[src/rtl/ddr_ref_pkg.sv]
package ddr_ref_pkg;
  typedef enum logic [2:0] {
    ST_IDLE,
    ST_PRE,
    ST_REF,
    ST_REC,
    ST_SRREF,
    ST_SRHOLD
  } seq_state_e;

  typedef enum logic [1:0] {
    CMD_NOP,
    CMD_PRE,
    CMD_REF
  } cmd_e;
endpackage

[src/rtl/ref_credit.sv]
module ref_credit #(
  parameter int CNT_W = 4
) (
  input  logic             clk,
  input  logic             rst_n,
  input  logic             tick,
  input  logic             consume,
  input  logic [CNT_W-1:0] max_cnt,
  output logic             credit_nz,
  output logic             credit_full
);
  logic [CNT_W-1:0] cnt_q, cnt_d;
  logic             cnt_en;

  always_comb begin
    cnt_d  = cnt_q;
    cnt_en = 1'b0;
    if (tick && !consume && (cnt_q < max_cnt)) begin
      cnt_d  = cnt_q + CNT_W'(1);
      cnt_en = 1'b1;
    end else if (!tick && consume && (cnt_q != '0)) begin
      cnt_d  = cnt_q - CNT_W'(1);
      cnt_en = 1'b1;
    end
  end

  always_ff @(posedge clk or negedge rst_n) begin
    if (!rst_n)      cnt_q <= '0;
    else if (cnt_en) cnt_q <= cnt_d;
  end

  assign credit_nz   = (cnt_q != '0);
  assign credit_full = (cnt_q >= max_cnt);
endmodule

[src/rtl/ref_seq_fsm.sv]
module ref_seq_fsm
  import ddr_ref_pkg::*;
#(
  parameter int NUM_GROUPS = 3,
  parameter int REC_W      = 6,
  localparam int GRP_W     = (NUM_GROUPS > 1) ? $clog2(NUM_GROUPS) : 1
) (
  input  logic             clk,
  input  logic             rst_n,
  input  logic             credit_nz,
  input  logic             credit_full,
  input  logic             sched_idle,
  input  logic             sr_req,
  input  logic [REC_W-1:0] refrec,
  output logic             consume,
  output logic             busy,
  output cmd_e             cmd,
  output logic [GRP_W-1:0] grp,
  output logic             all_grp,
  output logic             cke
);
  localparam logic [GRP_W-1:0] LAST_GRP = GRP_W'(NUM_GROUPS - 1);

  seq_state_e       st_q, st_d;
  logic [GRP_W-1:0] grp_q, grp_d;
  logic [REC_W-1:0] rec_q, rec_d;
  logic             sr_q, sr_d;

  always_comb begin
    st_d    = st_q;
    grp_d   = grp_q;
    rec_d   = rec_q;
    sr_d    = sr_q;
    consume = 1'b0;
    case (st_q)
      ST_IDLE: begin
        grp_d = '0;
        if (sr_req) begin
          st_d = ST_PRE;
          sr_d = 1'b1;
        end else if (credit_nz && (sched_idle || credit_full)) begin
          st_d    = ST_PRE;
          sr_d    = 1'b0;
          consume = 1'b1;
        end
      end
      ST_PRE: begin
        if (grp_q == LAST_GRP) begin
          grp_d = '0;
          st_d  = sr_q ? ST_SRREF : ST_REF;
        end else begin
          grp_d = grp_q + GRP_W'(1);
        end
      end
      ST_REF: begin
        if (grp_q == LAST_GRP) begin
          grp_d = '0;
          if (refrec <= REC_W'(1)) begin
            st_d = ST_IDLE;
          end else begin
            st_d  = ST_REC;
            rec_d = refrec - REC_W'(2);
          end
        end else begin
          grp_d = grp_q + GRP_W'(1);
        end
      end
      ST_REC: begin
        if (rec_q == '0) st_d = ST_IDLE;
        else             rec_d = rec_q - REC_W'(1);
      end
      ST_SRREF:  st_d = ST_SRHOLD;
      ST_SRHOLD: if (!sr_req) st_d = ST_IDLE;
      default:   st_d = ST_IDLE;
    endcase
  end

  always_ff @(posedge clk or negedge rst_n) begin
    if (!rst_n) begin
      st_q  <= ST_IDLE;
      grp_q <= '0;
      rec_q <= '0;
      sr_q  <= 1'b0;
    end else begin
      st_q  <= st_d;
      grp_q <= grp_d;
      rec_q <= rec_d;
      sr_q  <= sr_d;
    end
  end

  always_comb begin
    case (st_q)
      ST_PRE:             cmd = CMD_PRE;
      ST_REF, ST_SRREF:   cmd = CMD_REF;
      default:            cmd = CMD_NOP;
    endcase
  end

  assign busy    = (st_q != ST_IDLE);
  assign grp     = grp_q;
  assign all_grp = (st_q == ST_SRREF);
  assign cke     = (st_q != ST_SRHOLD);
endmodule

[src/rtl/ref_cmd_decode.sv]
module ref_cmd_decode
  import ddr_ref_pkg::*;
#(
  parameter int NUM_GROUPS = 3,
  parameter int CS_PER_GRP = 2,
  localparam int NUM_CS    = NUM_GROUPS * CS_PER_GRP,
  localparam int GRP_W     = (NUM_GROUPS > 1) ? $clog2(NUM_GROUPS) : 1
) (
  input  cmd_e              cmd,
  input  logic [GRP_W-1:0]  grp,
  input  logic              all_grp,
  input  logic [NUM_CS-1:0] cs_enable,
  output logic [NUM_CS-1:0] cs_n,
  output logic              ras_n,
  output logic              cas_n,
  output logic              we_n
);
  logic active;
  assign active = (cmd != CMD_NOP);

  for (genvar i = 0; i < NUM_CS; i++) begin : g_cs
    localparam int GI = i / CS_PER_GRP;
    logic member;
    assign member  = all_grp || (grp == GRP_W'(GI));
    assign cs_n[i] = !(active && member && cs_enable[i]);
  end

  always_comb begin
    ras_n = 1'b1;
    cas_n = 1'b1;
    we_n  = 1'b1;
    case (cmd)
      CMD_PRE: begin ras_n = 1'b0; we_n  = 1'b0; end
      CMD_REF: begin ras_n = 1'b0; cas_n = 1'b0; end
      default: ;
    endcase
  end
endmodule

[src/rtl/ddr_ref_seq.sv]
module ddr_ref_seq
  import ddr_ref_pkg::*;
#(
  parameter int NUM_GROUPS = 3,
  parameter int CS_PER_GRP = 2,
  parameter int CNT_W      = 4,
  parameter int REC_W      = 6
) (
  input  logic                             clk,
  input  logic                             rst_n,
  input  logic                             ref_tick,
  input  logic [CNT_W-1:0]                 posted_max,
  input  logic [REC_W-1:0]                 refrec,
  input  logic [NUM_GROUPS*CS_PER_GRP-1:0] cs_enable,
  input  logic                             sched_idle,
  input  logic                             sr_req,
  output logic [NUM_GROUPS*CS_PER_GRP-1:0] cs_n,
  output logic                             ras_n,
  output logic                             cas_n,
  output logic                             we_n,
  output logic                             cke,
  output logic                             busy
);
  localparam int NUM_CS = NUM_GROUPS * CS_PER_GRP;
  localparam int GRP_W  = (NUM_GROUPS > 1) ? $clog2(NUM_GROUPS) : 1;

  logic             credit_nz, credit_full, consume, all_grp;
  cmd_e             cmd;
  logic [GRP_W-1:0] grp;

  ref_credit #(.CNT_W(CNT_W)) u_credit (
    .clk         (clk),
    .rst_n       (rst_n),
    .tick        (ref_tick),
    .consume     (consume),
    .max_cnt     (posted_max),
    .credit_nz   (credit_nz),
    .credit_full (credit_full)
  );

  ref_seq_fsm #(.NUM_GROUPS(NUM_GROUPS), .REC_W(REC_W)) u_fsm (
    .clk         (clk),
    .rst_n       (rst_n),
    .credit_nz   (credit_nz),
    .credit_full (credit_full),
    .sched_idle  (sched_idle),
    .sr_req      (sr_req),
    .refrec      (refrec),
    .consume     (consume),
    .busy        (busy),
    .cmd         (cmd),
    .grp         (grp),
    .all_grp     (all_grp),
    .cke         (cke)
  );

  ref_cmd_decode #(.NUM_GROUPS(NUM_GROUPS), .CS_PER_GRP(CS_PER_GRP)) u_dec (
    .cmd       (cmd),
    .grp       (grp),
    .all_grp   (all_grp),
    .cs_enable (cs_enable),
    .cs_n      (cs_n),
    .ras_n     (ras_n),
    .cas_n     (cas_n),
    .we_n      (we_n)
  );
endmodule

[config.mk]
export PLATFORM = sky130hd
export DESIGN_NAME = ddr_ref_seq
export DESIGN_NICKNAME = d
export VERILOG_FILES = /design/src/rtl/ddr_ref_pkg.sv /design/src/rtl/ref_credit.sv /design/src/rtl/ref_seq_fsm.sv /design/src/rtl/ref_cmd_decode.sv /design/src/rtl/ddr_ref_seq.sv
export SDC_FILE = /design/constraint.sdc
export NUM_CORES = 1
export LEC_CHECK = 0
export ABC_CLOCK_PERIOD_IN_PS = 2600
export BUFFER_PORTS_ARGS = -buffer_cell sky130_fd_sc_hd__buf_2
export CAP_MARGIN = 5
export CELL_PAD_IN_SITES_DETAIL_PLACEMENT = 1
export CELL_PAD_IN_SITES_GLOBAL_PLACEMENT = 2
export CORE_MARGIN = 4
export CORE_UTILIZATION = 28
export DETAILED_ROUTE_END_ITERATION = 8
export PLACE_DENSITY = 0.76
export SYNTH_ARGS = -nofsm -noshare
export SYNTH_HDL_FRONTEND = slang
export SYNTH_SLANG_ARGS = --single-unit
[constraint.sdc]
create_clock -name clk -period 2.6 [get_ports clk]
set_input_delay 0.39 -clock clk [delete_from_list [all_inputs] [get_ports clk]]
set_output_delay 0.39 -clock clk [all_outputs]
set_load 0.01 [all_outputs]
==> impl_metrics.tcl, run 1 <==
set metrics [dict create \
    status "finished, final reports clean" \
    holdBufCountCts 0 \
    synth_ff_type "sky130_fd_sc_hd__dfrtp_1" \
    grt_pass1_wl_um 6470 \
    crit_path_end_kind "flip-flop" \
    num_antenna_cells 0 \
    initial_antenna_violation_count 0 \
    postSynthAreaPerCell_um2 8.63 \
    grt_util_all_layers 0.132 \
    drv_slew 0 \
    fin_nets 230 \
    max_cap_violations 0 \
    post_synth_instance_area_mm2 0.00133 \
    clock_tree.root_cell "sky130_fd_sc_hd__clkbuf_8" \
    grt_pass1_vias 1411 \
    synth_top_cells_by_area "sky130_fd_sc_hd__dfrtp_1, sky130_fd_sc_hd__ha_1, sky130_fd_sc_hd__inv_1" \
    leakagePower_nw 0.788 \
    crit_fanout 3 \
    clkLatencyLatePin_ns 0.25 \
    maximum_number_of_pins_on_one_net_before_global_route_repair 18 \
    criticalPathCategory "flip-flop to flip-flop" \
    post_synth_num_cell_types 44 \
    critical_path_arrival_ns 2.68 \
    synthDominantCellAreaShare 0.301 \
    worst_clock_skew_ns 0.00450 \
    drt-total-wl_um 3600 \
    finalSetupViolCount 0 \
    r2r_slack_ns 0.1 \
    most_common_cell_after_layout_fill_and_taps_aside "sky130_fd_sc_hd__buf_2" \
    synth_nets 188 \
    worst_slew_pin_slew_ns 0.638 \
    drc 0 \
    cts_sinks 16 \
    detailedRoute.firstPassIterationCount 4 \
    areaGrowthSynthToFinish_pct 25.7 \
    synth.ff_latch_count 16 \
    gpl.final_weighted_congestion 0.788 \
    clkTransAtPathRegs_ns 0.07 \
    die_area_mm2 0.00591 \
    initial_drc_count 40 \
    timing.final.crit_share 0.962 \
    hold_class "input port to asynchronous set/reset pin" \
    die_h_um 76.9 \
    synth_top_cell_by_area "sky130_fd_sc_hd__dfrtp_1" \
    sequential_cell_area_fraction_in_the_yosys_report 0.301 \
    power_density_mw_per_mm2 1220 \
    mostFrequentLayoutCells "sky130_fd_sc_hd__buf_2, sky130_fd_sc_hd__nand2_1, sky130_fd_sc_hd__inv_1" \
    cp_data_required_time_ns 2.78 \
    grt_overflow 0 \
    worstSetupStartpointType "flip-flop" \
    timing.slew.headroom 0.574 \
    port_buffers 31 \
    chipWidth_um 76.9 \
    rows 24 \
    route.antenna.remaining_nets 0 \
    cts_tree "built" \
    routed-via-count 1265 \
    synthesis.instances 154 \
    number_of_cts_inserted_buffers 3 \
    post_drt_via_cell_ratio 5.12 \
    pre_cts_slack_ns -0.0409 \
    rsz0062_at_grt "false" \
    r2r_cell_count 9 \
    coreArea_mm2 0.00447 \
    fraction_of_layout_cells_with_a_size_suffix_above_1 0.297 \
    finalWorstPathRequiredPeriod_ns 2.50 \
    floorplan.initialDensity 0.297 \
    yosys_warnings 0 \
    ctsLongestPathBuffers 2 \
    post_synth_arst_share 1.00 \
    ios 32 \
    dp.final_hpwl_um 3000 \
    synth_enable_flop_cells 0 \
    design_power_total_mw 2.03 \
    h_tree_depth 1 \
    irDropWorstVdd_uv 279 \
    finalHoldViolations 0 \
    layout_setup_ws_ns 0.0991 \
    num-fill-cells 551 \
    fmaxAchievable_mhz 400 \
    route.detailed.wl_per_inst_um 14.6 \
]
==> cells in the mapped netlist (all sizes together) (2+ instances only) <==
cell / number
a21oi: 8
nand2: 16
nor3: 12
o21ai: 7
and3: 2
or2: 2
xnor2: 3
nor4: 3
nor2b: 3
a2111oi: 2
nor2: 6
a21o: 2
nor3b: 2
mux2: 3
nand4: 2
nand2b: 6
xor2: 4
a22o: 2
inv: 17
mux2i: 2
ha: 12
a211oi: 2
a311oi: 2
dfrtp: 16
or3: 2
buf: 3
==> where the power goes <==
group,switching (mW),internal [mW]
logic,0.684,0.619
clock network,0.0921,0.134
registers,0.130,0.374
==> flip-flops by register name, indices dropped and copies added (netlist names) <==
name,cells
u_fsm.rec_q,6
u_credit.cnt_q,4
u_fsm.st_q,3
u_fsm.grp,2
u_fsm.sr_q,1
==> worst max-delay path, stage by stage (launching register included) <==
cell and delay, ns:
sky130_fd_sc_hd__dfrtp_1 0.38, sky130_fd_sc_hd__or4_4 0.54, sky130_fd_sc_hd__or2_4 0.25, sky130_fd_sc_hd__o2111a_2 0.28, sky130_fd_sc_hd__inv_4 0.07, sky130_fd_sc_hd__ha_1 0.23
sky130_fd_sc_hd__a21o_1 0.17, sky130_fd_sc_hd__a21oi_2 0.14, sky130_fd_sc_hd__mux2i_1 0.23, sky130_fd_sc_hd__xnor2_1 0.13
==> final timing paths <==
check                                            from                            end
min in group clk                               sr_req         u_fsm.sr_q$_DFFE_PN0P_
setup / recovery            u_fsm.st_q[2]$_DFFE_PN0P_  u_credit.cnt_q[3]$_DFFE_PN0P_
hold reg to reg            u_fsm.rec_q[0]$_DFFE_PN0P_     u_fsm.rec_q[0]$_DFFE_PN0P_
setup reg to reg            u_fsm.st_q[2]$_DFFE_PN0P_  u_credit.cnt_q[3]$_DFFE_PN0P_
max in group asynchronous                       rst_n  u_credit.cnt_q[1]$_DFFE_PN0P_
hold / removal                                  rst_n     u_fsm.rec_q[2]$_DFFE_PN0P_
==> routing by layer <==
metal,up-vias,wire length [µm],global-route usage
li1,628,-,-
met1,614,1470,0.147
met2,21,1970,0.253
met3,2,121,0.0211
met4,0,34,0.0380
met5,-,0,0
==> layout make-up <==
cell class                      instances  area, µm²  area share
Sequential cell                        16        402       0.240
Timing Repair Buffer                   41        230       0.138
Clock buffer                            4       55.1      0.0330
Inverter                               17       66.3      0.0397
Tap cell                               52       65.1      0.0390
Multi-Input combinational cell        117        852       0.510
==> cell families (layout without fill, tap and decap cells) <==
logic type	Yosys count	in the layout	synth area share
flip-flops	16	16	0.301
adder cells (fa/ha/maj)	13	13	0.128
AO/OA/AOI/OAI	32	32	0.169
AND/OR/NAND/NOR	60	60	0.243
XOR/XNOR	7	7	0.0461
buffers and inverters	21	62	0.0669
multiplexers	5	5	0.0461
==> metrics by stage <==
stage | TNS, ns | instances | instance area [µm²] | util | hold slack, ns
floorplan | 0 | 154 | 1330 | - | 0.0944
global placement | 0 | 240 | 1580 | 0.352 | 0.337
detailed placement | -0.0409 | 240 | 1580 | 0.352 | 0.338
CTS | 0 | 244 | 1630 | 0.365 | 0.0673
global route | 0 | 247 | 1670 | 0.373 | 0.0742
finish | 0 | 247 | 1670 | 0.373 | 0.0486
==> repair_timing <==
action | 4_1_cts | 5_1_grt
resized for setup | 1 | 5
buffers inserted | 0 | 3
endpoints found under the setup margin | 1 | 1
pin swaps | 0 | 2
Power figures use the tool's default switching activity.
==> run 2, diff against run 1 <==
--- a/config.mk
+++ b/config.mk
@@ -10,7 +10,7 @@
 export CAP_MARGIN = 5
 export CELL_PAD_IN_SITES_DETAIL_PLACEMENT = 1
 export CELL_PAD_IN_SITES_GLOBAL_PLACEMENT = 2
-export CORE_MARGIN = 4
+export CORE_MARGIN = 5
 export CORE_UTILIZATION = 28
 export DETAILED_ROUTE_END_ITERATION = 8
 export PLACE_DENSITY = 0.76
==> constraint.sdc (replaced) <==
create_clock -name clk -period 2.6 [get_ports clk]
set_input_delay 0.13 -clock clk [delete_from_list [all_inputs] [get_ports clk]]
set_output_delay 0.13 -clock clk [all_outputs]
set_load 0.01 [all_outputs]
==> run 2 against run 1 <==
Against the previous run:
- sequential share of layout area grew 0.22 points
- fmax fell by 0.90%
- core utilization shrank 1.7 points
- critical path depth unchanged
- via count fell by 1.0%
- critical endpoint unchanged
- largest cell class unchanged
- highest routed layer unchanged
==> impl_metrics.tcl, run 2 (synthesized netlist as in run 1, its figures left out) <==
set metrics [dict create \
    status "finished, final reports clean" \
    route.antenna.remaining_nets 0 \
    detailedRoute.firstPassIterationCount 4 \
    clkTransAtPathRegs_ns 0.07 \
    clock_tree.root_cell "sky130_fd_sc_hd__clkbuf_8" \
    finalHoldViolations 0 \
    drc 0 \
    worst-path-stages 9 \
    grt_pass1_vias 1375 \
    fin_nets 229 \
    worst_r2r_endpoint "u_credit.cnt_q[3]$_DFFE_PN0P_" \
    critPathSlowestCell "sky130_fd_sc_hd__or4_4" \
    met3_wirelength_from_detailed_routing_um 153 \
    cpLargestDelayFamily "simple AND/OR/NAND/NOR gates" \
    cp_data_required_time_ns 2.78 \
    r2r_slack_ns 0.08 \
    die_area_mm2 0.00622 \
    rows 25 \
    grt_pass1_wl_um 6140 \
    crit_fanout 3 \
    power_density_mw_per_mm2 1200 \
    finalWorstPathRequiredPeriod_ns 2.52 \
    floorplan.initialDensity 0.285 \
    number_of_cts_inserted_buffers 3 \
    grt_util_all_layers 0.121 \
    hold_start "sr_req" \
    drv_slew 0 \
    initial_drc_count 38 \
    fraction_of_layout_cells_with_a_size_suffix_above_1 0.289 \
    worstSetupStartpointType "flip-flop" \
    internal_power_mw 1.11 \
    worstHoldPathCells 2 \
    place_inst 242 \
    number_of_flip_flops_under_the_largest_register_name 6 \
    critical_path_arrival_ns 2.70 \
    seq_power_share 0.254 \
    num_antenna_cells 0 \
    met1_length_um 1470 \
    ios 32 \
    worst_slew_pin_slew_ns 0.679 \
    leakagePower_nw 0.781 \
    gpl.final_weighted_congestion 0.749 \
    p_sw_frac 0.444 \
    timing.final.crit_share 0.971 \
    top_register "u_fsm.rec_q" \
    finish.cell_count_without_fillers 248 \
    met2_length_um 1810 \
    highest_layer "met4" \
    max_cap_violations 0 \
    areaGrowthSynthToFinish_pct 25.0 \
    design_power_total_mw 2.00 \
    post_drt_via_cell_ratio 5.05 \
    crit_path_end_kind "flip-flop" \
    switching_power_mw 0.888 \
    coreArea_mm2 0.00466 \
    hold_class "input port to flip-flop" \
    crit-reg2reg-launch "u_fsm.st_q[2]$_DFFE_PN0P_" \
    fmaxAchievable_mhz 396 \
    r2r_cell_count 9 \
    dp.final_hpwl_um 2810 \
    routed-via-count 1252 \
    path_buf_inv 2 \
    ctsLongestPathBuffers 2 \
    finalSetupViolCount 0 \
    most_common_cell_after_layout_fill_and_taps_aside "sky130_fd_sc_hd__buf_2" \
    cts_tree "built" \
    worst_clock_skew_ns 0.00128 \
    biggestRegsByFlops "u_fsm.rec_q: 6 flops, u_credit.cnt_q: 4 flops, u_fsm.st_q: 3 flops" \
    maximum_number_of_pins_on_one_net_before_global_route_repair 18 \
    port_buffers 31 \
    largest_incremental_delay_on_the_critical_path_ns 0.54 \
    pwr-share-comb 0.631 \
    power_frac_clock 0.115 \
    route.detailed.wl_per_inst_um 14.0 \
    crit_path_cell_trace "or4_4 > or2_4 > o2111a_2 > inv_2 > buf_4 > ha_1 > a21oi_2 > mux2i_1 > xnor2_1" \
    clkLatencyLatePin_ns 0.25 \
    initial_antenna_violation_count 0 \
    criticalPathCategory "flip-flop to flip-flop" \
    chipWidth_um 78.9 \
    h_tree_depth 1 \
    die_h_um 78.9 \
    num-fill-cells 562 \
    mostFrequentLayoutCells "sky130_fd_sc_hd__buf_2, sky130_fd_sc_hd__nand2_1, sky130_fd_sc_hd__inv_1" \
    grt_overflow 0 \
    cts_sinks 16 \
    timing.slew.headroom 0.536 \
    irDropWorstVdd_uv 336 \
    drt-total-wl_um 3460 \
    hold_path_end "u_fsm.sr_q$_DFFE_PN0P_" \
]
run 2: cell count changes in the layout (fill, tap and decap cells not counted):
cell | before | now
sky130_fd_sc_hd__dlygate4sd3_1 | 0 | 1
sky130_fd_sc_hd__buf_4 | 10 | 8
sky130_fd_sc_hd__inv_2 | 0 | 1
sky130_fd_sc_hd__nor4_1 | 2 | 3
sky130_fd_sc_hd__nor4_2 | 1 | 0
sky130_fd_sc_hd__dfrtp_2 | 1 | 2
sky130_fd_sc_hd__dfrtp_1 | 15 | 14
sky130_fd_sc_hd__inv_4 | 1 | 0
run 2: final cells by class:
type,count,area (µm²),area share
Sequential cell,16,403,0.243
Timing Repair Buffer,40,225,0.136
Tap cell,54,67.6,0.0407
Multi-Input combinational cell,117,846,0.509
Clock buffer,4,55.1,0.0332
Inverter,17,63.8,0.0384
run 2: layer usage:
metal / vias to the layer above / track usage
li1: 628 / -
met5: - / 0
met1: 604 / 0.134
met4: 0 / 0.0309
met3: 4 / 0.0283
met2: 16 / 0.232
run 2: timing repair:
action	in CTS	in global routing
gates resized for setup	1	4
endpoints found under the hold margin	16	0
setup endpoints to repair	1	1
buffers inserted	0	1
pin swaps	0	2
hold buffers	1	0
run 2: worst max path at each step:
| stage | start | to | slack (ns) |
|---|---|---|---|
| 3_5_place_dp | u_fsm.st_q[2]$_DFFE_PN0P_ | u_credit.cnt_q[3]$_DFFE_PN0P_ | -0.03 |
| 6_report | u_fsm.st_q[2]$_DFFE_PN0P_ | u_credit.cnt_q[3]$_DFFE_PN0P_ | 0.08 |
| 3_3_place_gp | u_fsm.st_q[2]$_DFFE_PN0P_ | u_credit.cnt_q[3]$_DFFE_PN0P_ | 0.1 |
| 5_1_grt | u_fsm.st_q[2]$_DFFE_PN0P_ | u_credit.cnt_q[3]$_DFFE_PN0P_ | -0.009 |
| 4_1_cts | u_fsm.st_q[2]$_DFFE_PN0P_ | u_credit.cnt_q[3]$_DFFE_PN0P_ | 0.01 |
| 2_1_floorplan | u_fsm.st_q[0]$_DFFE_PN0P_ | u_credit.cnt_q[3]$_DFFE_PN0P_ | 0.03 |
run 2: per-stage QoR:
step / worst slack (ns) / setup TNS [ns] / utilization / cell area (µm²) / hold slack [ns]
after floorplan: 0.0337 / 0 / - / 1330 / -0.166
after global placement: 0.0953 / 0 / 0.339 / 1580 / 0.0735
after detailed placement: -0.0299 / -0.0299 / 0.339 / 1580 / 0.0813
after CTS: 0.0114 / 0 / 0.353 / 1640 / 0.136
after global routing: -0.00877 / -0.00877 / 0.356 / 1660 / 0.156
final: 0.0763 / 0 / 0.356 / 1660 / 0.145
run 2: power groups by stage:
stage / Sequential (mW) / Combinational [mW] / Clock, mW
floorplan: 0.469 / 0.929 / 0
global placement: 0.499 / 1.20 / 0
detailed placement: 0.509 / 1.24 / 0
CTS: 0.506 / 1.25 / 0.239
global route: 0.532 / 1.43 / 0.250
finish: 0.508 / 1.26 / 0.230
==> run 3, diff against run 2 <==
--- a/config.mk
+++ b/config.mk
@@ -10,7 +10,6 @@
 export CAP_MARGIN = 5
 export CELL_PAD_IN_SITES_DETAIL_PLACEMENT = 1
 export CELL_PAD_IN_SITES_GLOBAL_PLACEMENT = 2
-export CORE_MARGIN = 5
 export CORE_UTILIZATION = 28
 export DETAILED_ROUTE_END_ITERATION = 8
 export PLACE_DENSITY = 0.76
==> run 3 against run 2 <==
Against the previous run:
- the run now ends with design-rule violations left
- clock skew hardly changed
- cell count fell by 0.40%
- routed wire length increased by 6.6%
- die area fell by 19%
- core utilization up 1.8 points
- first-iteration DRC count grew 11%
- non-clock buffer count up 1
- worst hold slack improved by 0.0062 ns
- cell area grew 0.15%
- sequential power fell by 0.8%
- critical path type unchanged
- critical endpoint unchanged
==> impl_metrics.tcl, run 3 (synthesized netlist as in run 1, its figures left out) <==
set metrics [dict create \
    fmaxAchievable_mhz 398 \
    hold_class "input port to flip-flop" \
    grt_pass1_vias 1341 \
    floorplan.initialDensity 0.299 \
    rows 24 \
    route.antenna.remaining_nets 0 \
    die_h_um 70.9 \
    timing.slew.headroom 0.730 \
    finalHoldViolations 0 \
    fraction_of_layout_cells_with_a_size_suffix_above_1 0.282 \
    rsz0062_at_grt "false" \
    port_buffers 31 \
    maximum_number_of_pins_on_one_net_before_global_route_repair 18 \
    num_antenna_cells 0 \
    h_tree_depth 1 \
    irDropWorstVdd_uv 341 \
    critical_path_arrival_ns 2.69 \
    route.detailed.wl_per_inst_um 14.9 \
    finalWorstPathRequiredPeriod_ns 2.52 \
    cp_data_required_time_ns 2.77 \
    drt-total-wl_um 3690 \
    detailedRoute.firstPassIterationCount 6 \
    place_inst 242 \
    initial_antenna_violation_count 0 \
    drc 4 \
    coreArea_mm2 0.00444 \
    biggestRegsByFlops "u_fsm.rec_q: 6 flops, u_credit.cnt_q: 4 flops, u_fsm.st_q: 3 flops" \
    crit_path_end_kind "flip-flop" \
    post_drt_via_cell_ratio 5.21 \
    grt_overflow 0 \
    die_area_mm2 0.00503 \
    power_density_mw_per_mm2 1230 \
    cts_tree "built" \
    max_cap_violations 0 \
    gpl.final_weighted_congestion 0.768 \
    timing.final.crit_share 0.967 \
    worstSetupStartpointType "flip-flop" \
    crit_fanout 3 \
    grt_util_all_layers 0.151 \
    cts_sinks 16 \
    final_core_utilization 0.374 \
    criticalPathCategory "flip-flop to flip-flop" \
    worst_clock_skew_ns 0.00126 \
    multi_input_area_um2 846 \
    r2r_slack_ns 0.08 \
    clkLatencyLatePin_ns 0.25 \
    most_common_cell_after_layout_fill_and_taps_aside "sky130_fd_sc_hd__buf_2" \
    fin_nets 230 \
    finish.cell_count_without_fillers 247 \
    ios 32 \
    violations "design-rule violations" \
    top_register "u_fsm.rec_q" \
    chipWidth_um 70.9 \
    status "finished with violations" \
    routed-via-count 1287 \
    initial_drc_count 42 \
    grt_pass1_wl_um 6060 \
    number_of_flip_flops_under_the_largest_register_name 6 \
    post_cts_repair_timing_setup_buffer_count 0 \
    number_of_cts_inserted_buffers 3 \
    clock_tree.root_cell "sky130_fd_sc_hd__clkbuf_8" \
    leakagePower_nw 0.789 \
    num-fill-cells 552 \
    storage_cell_area_um2 400 \
    ctsLongestPathBuffers 2 \
    areaGrowthSynthToFinish_pct 25.1 \
    dp.final_hpwl_um 2950 \
    finalSetupViolCount 0 \
    drv_slew 0 \
    clkTransAtPathRegs_ns 0.07 \
    worst_slew_pin_slew_ns 0.402 \
    mostFrequentLayoutCells "sky130_fd_sc_hd__buf_2, sky130_fd_sc_hd__nand2_1, sky130_fd_sc_hd__inv_1, sky130_fd_sc_hd__dfrtp_1" \
]
[run 3: path summary, 6_finish.rpt]
check                                                   start                       endpoint  cells after the start
worst max-delay path                u_fsm.st_q[2]$_DFFE_PN0P_  u_credit.cnt_q[3]$_DFFE_PN0P_                      9
worst min-delay path                                   sr_req         u_fsm.sr_q$_DFFE_PN0P_                      2
worst max register to register      u_fsm.st_q[2]$_DFFE_PN0P_  u_credit.cnt_q[3]$_DFFE_PN0P_                      9
worst min register to register  u_credit.cnt_q[3]$_DFFE_PN0P_  u_credit.cnt_q[3]$_DFFE_PN0P_                      1
max in group asynchronous                               rst_n     u_fsm.rec_q[1]$_DFFE_PN0P_                      2
min in group asynchronous                               rst_n  u_credit.cnt_q[1]$_DFFE_PN0P_                      2
[run 3: critical path, stage by stage, from the launching register on]
cell and delay, ns:
sky130_fd_sc_hd__dfrtp_1 0.38, sky130_fd_sc_hd__or4_4 0.54, sky130_fd_sc_hd__or2_4 0.25, sky130_fd_sc_hd__o2111a_2 0.26
sky130_fd_sc_hd__inv_2 0.09, sky130_fd_sc_hd__ha_1 0.24, sky130_fd_sc_hd__a21o_1 0.17, sky130_fd_sc_hd__a21oi_2 0.14
sky130_fd_sc_hd__mux2i_1 0.23, sky130_fd_sc_hd__xnor2_1 0.14
[run 3: metrics by stage]
stage	hold slack [ns]	cell area (µm²)	setup WS [ns]	setup TNS (ns)	power [mW]
CTS	0.146	1660	0.0177	0	2.05
finish	0.152	1660	0.0847	0	2.04
global route	0.161	1660	0.000731	0	2.23
floorplan	-0.166	1330	0.0337	0	1.40
global placement	0.0739	1590	0.0896	0	1.71
detailed placement	0.0841	1590	-0.0146	-0.0146	1.80
[run 3: power by group]
part / switching [mW] / total (mW) / internal (mW)
combinational: 0.695 / 1.31 / 0.611
sequential: 0.132 / 0.504 / 0.373
clock: 0.0936 / 0.228 / 0.134
total: 0.920 / 2.04 / 1.12
[run 3: per-layer routing]
layer  GRT usage  part of all wire  vias to the layer above  wire length (µm)
li1            -                 -                      629                 -
met1       0.181              0.45                      633              1660
met2       0.283              0.52                       23              1900
met3      0.0299             0.029                        2               108
met4      0.0200            0.0049                        0                18
met5           0                 0                        -                 0
[run 3: layout make-up]
| type | count | area share |
|---|---|---|
| multi-input combinational | 117 | 0.509 |
| sequential | 16 | 0.241 |
| timing repair buffer | 41 | 0.140 |
| tap | 52 | 0.0391 |
| inverter | 17 | 0.0384 |
| clock buffer | 4 | 0.0331 |
[run 3: what timing repair did]
action	in CTS	in global routing
hold buffers	1	0
pin swaps	0	2
setup endpoints to repair	1	1
gates resized for setup	1	2
hold endpoints to repair	16	0
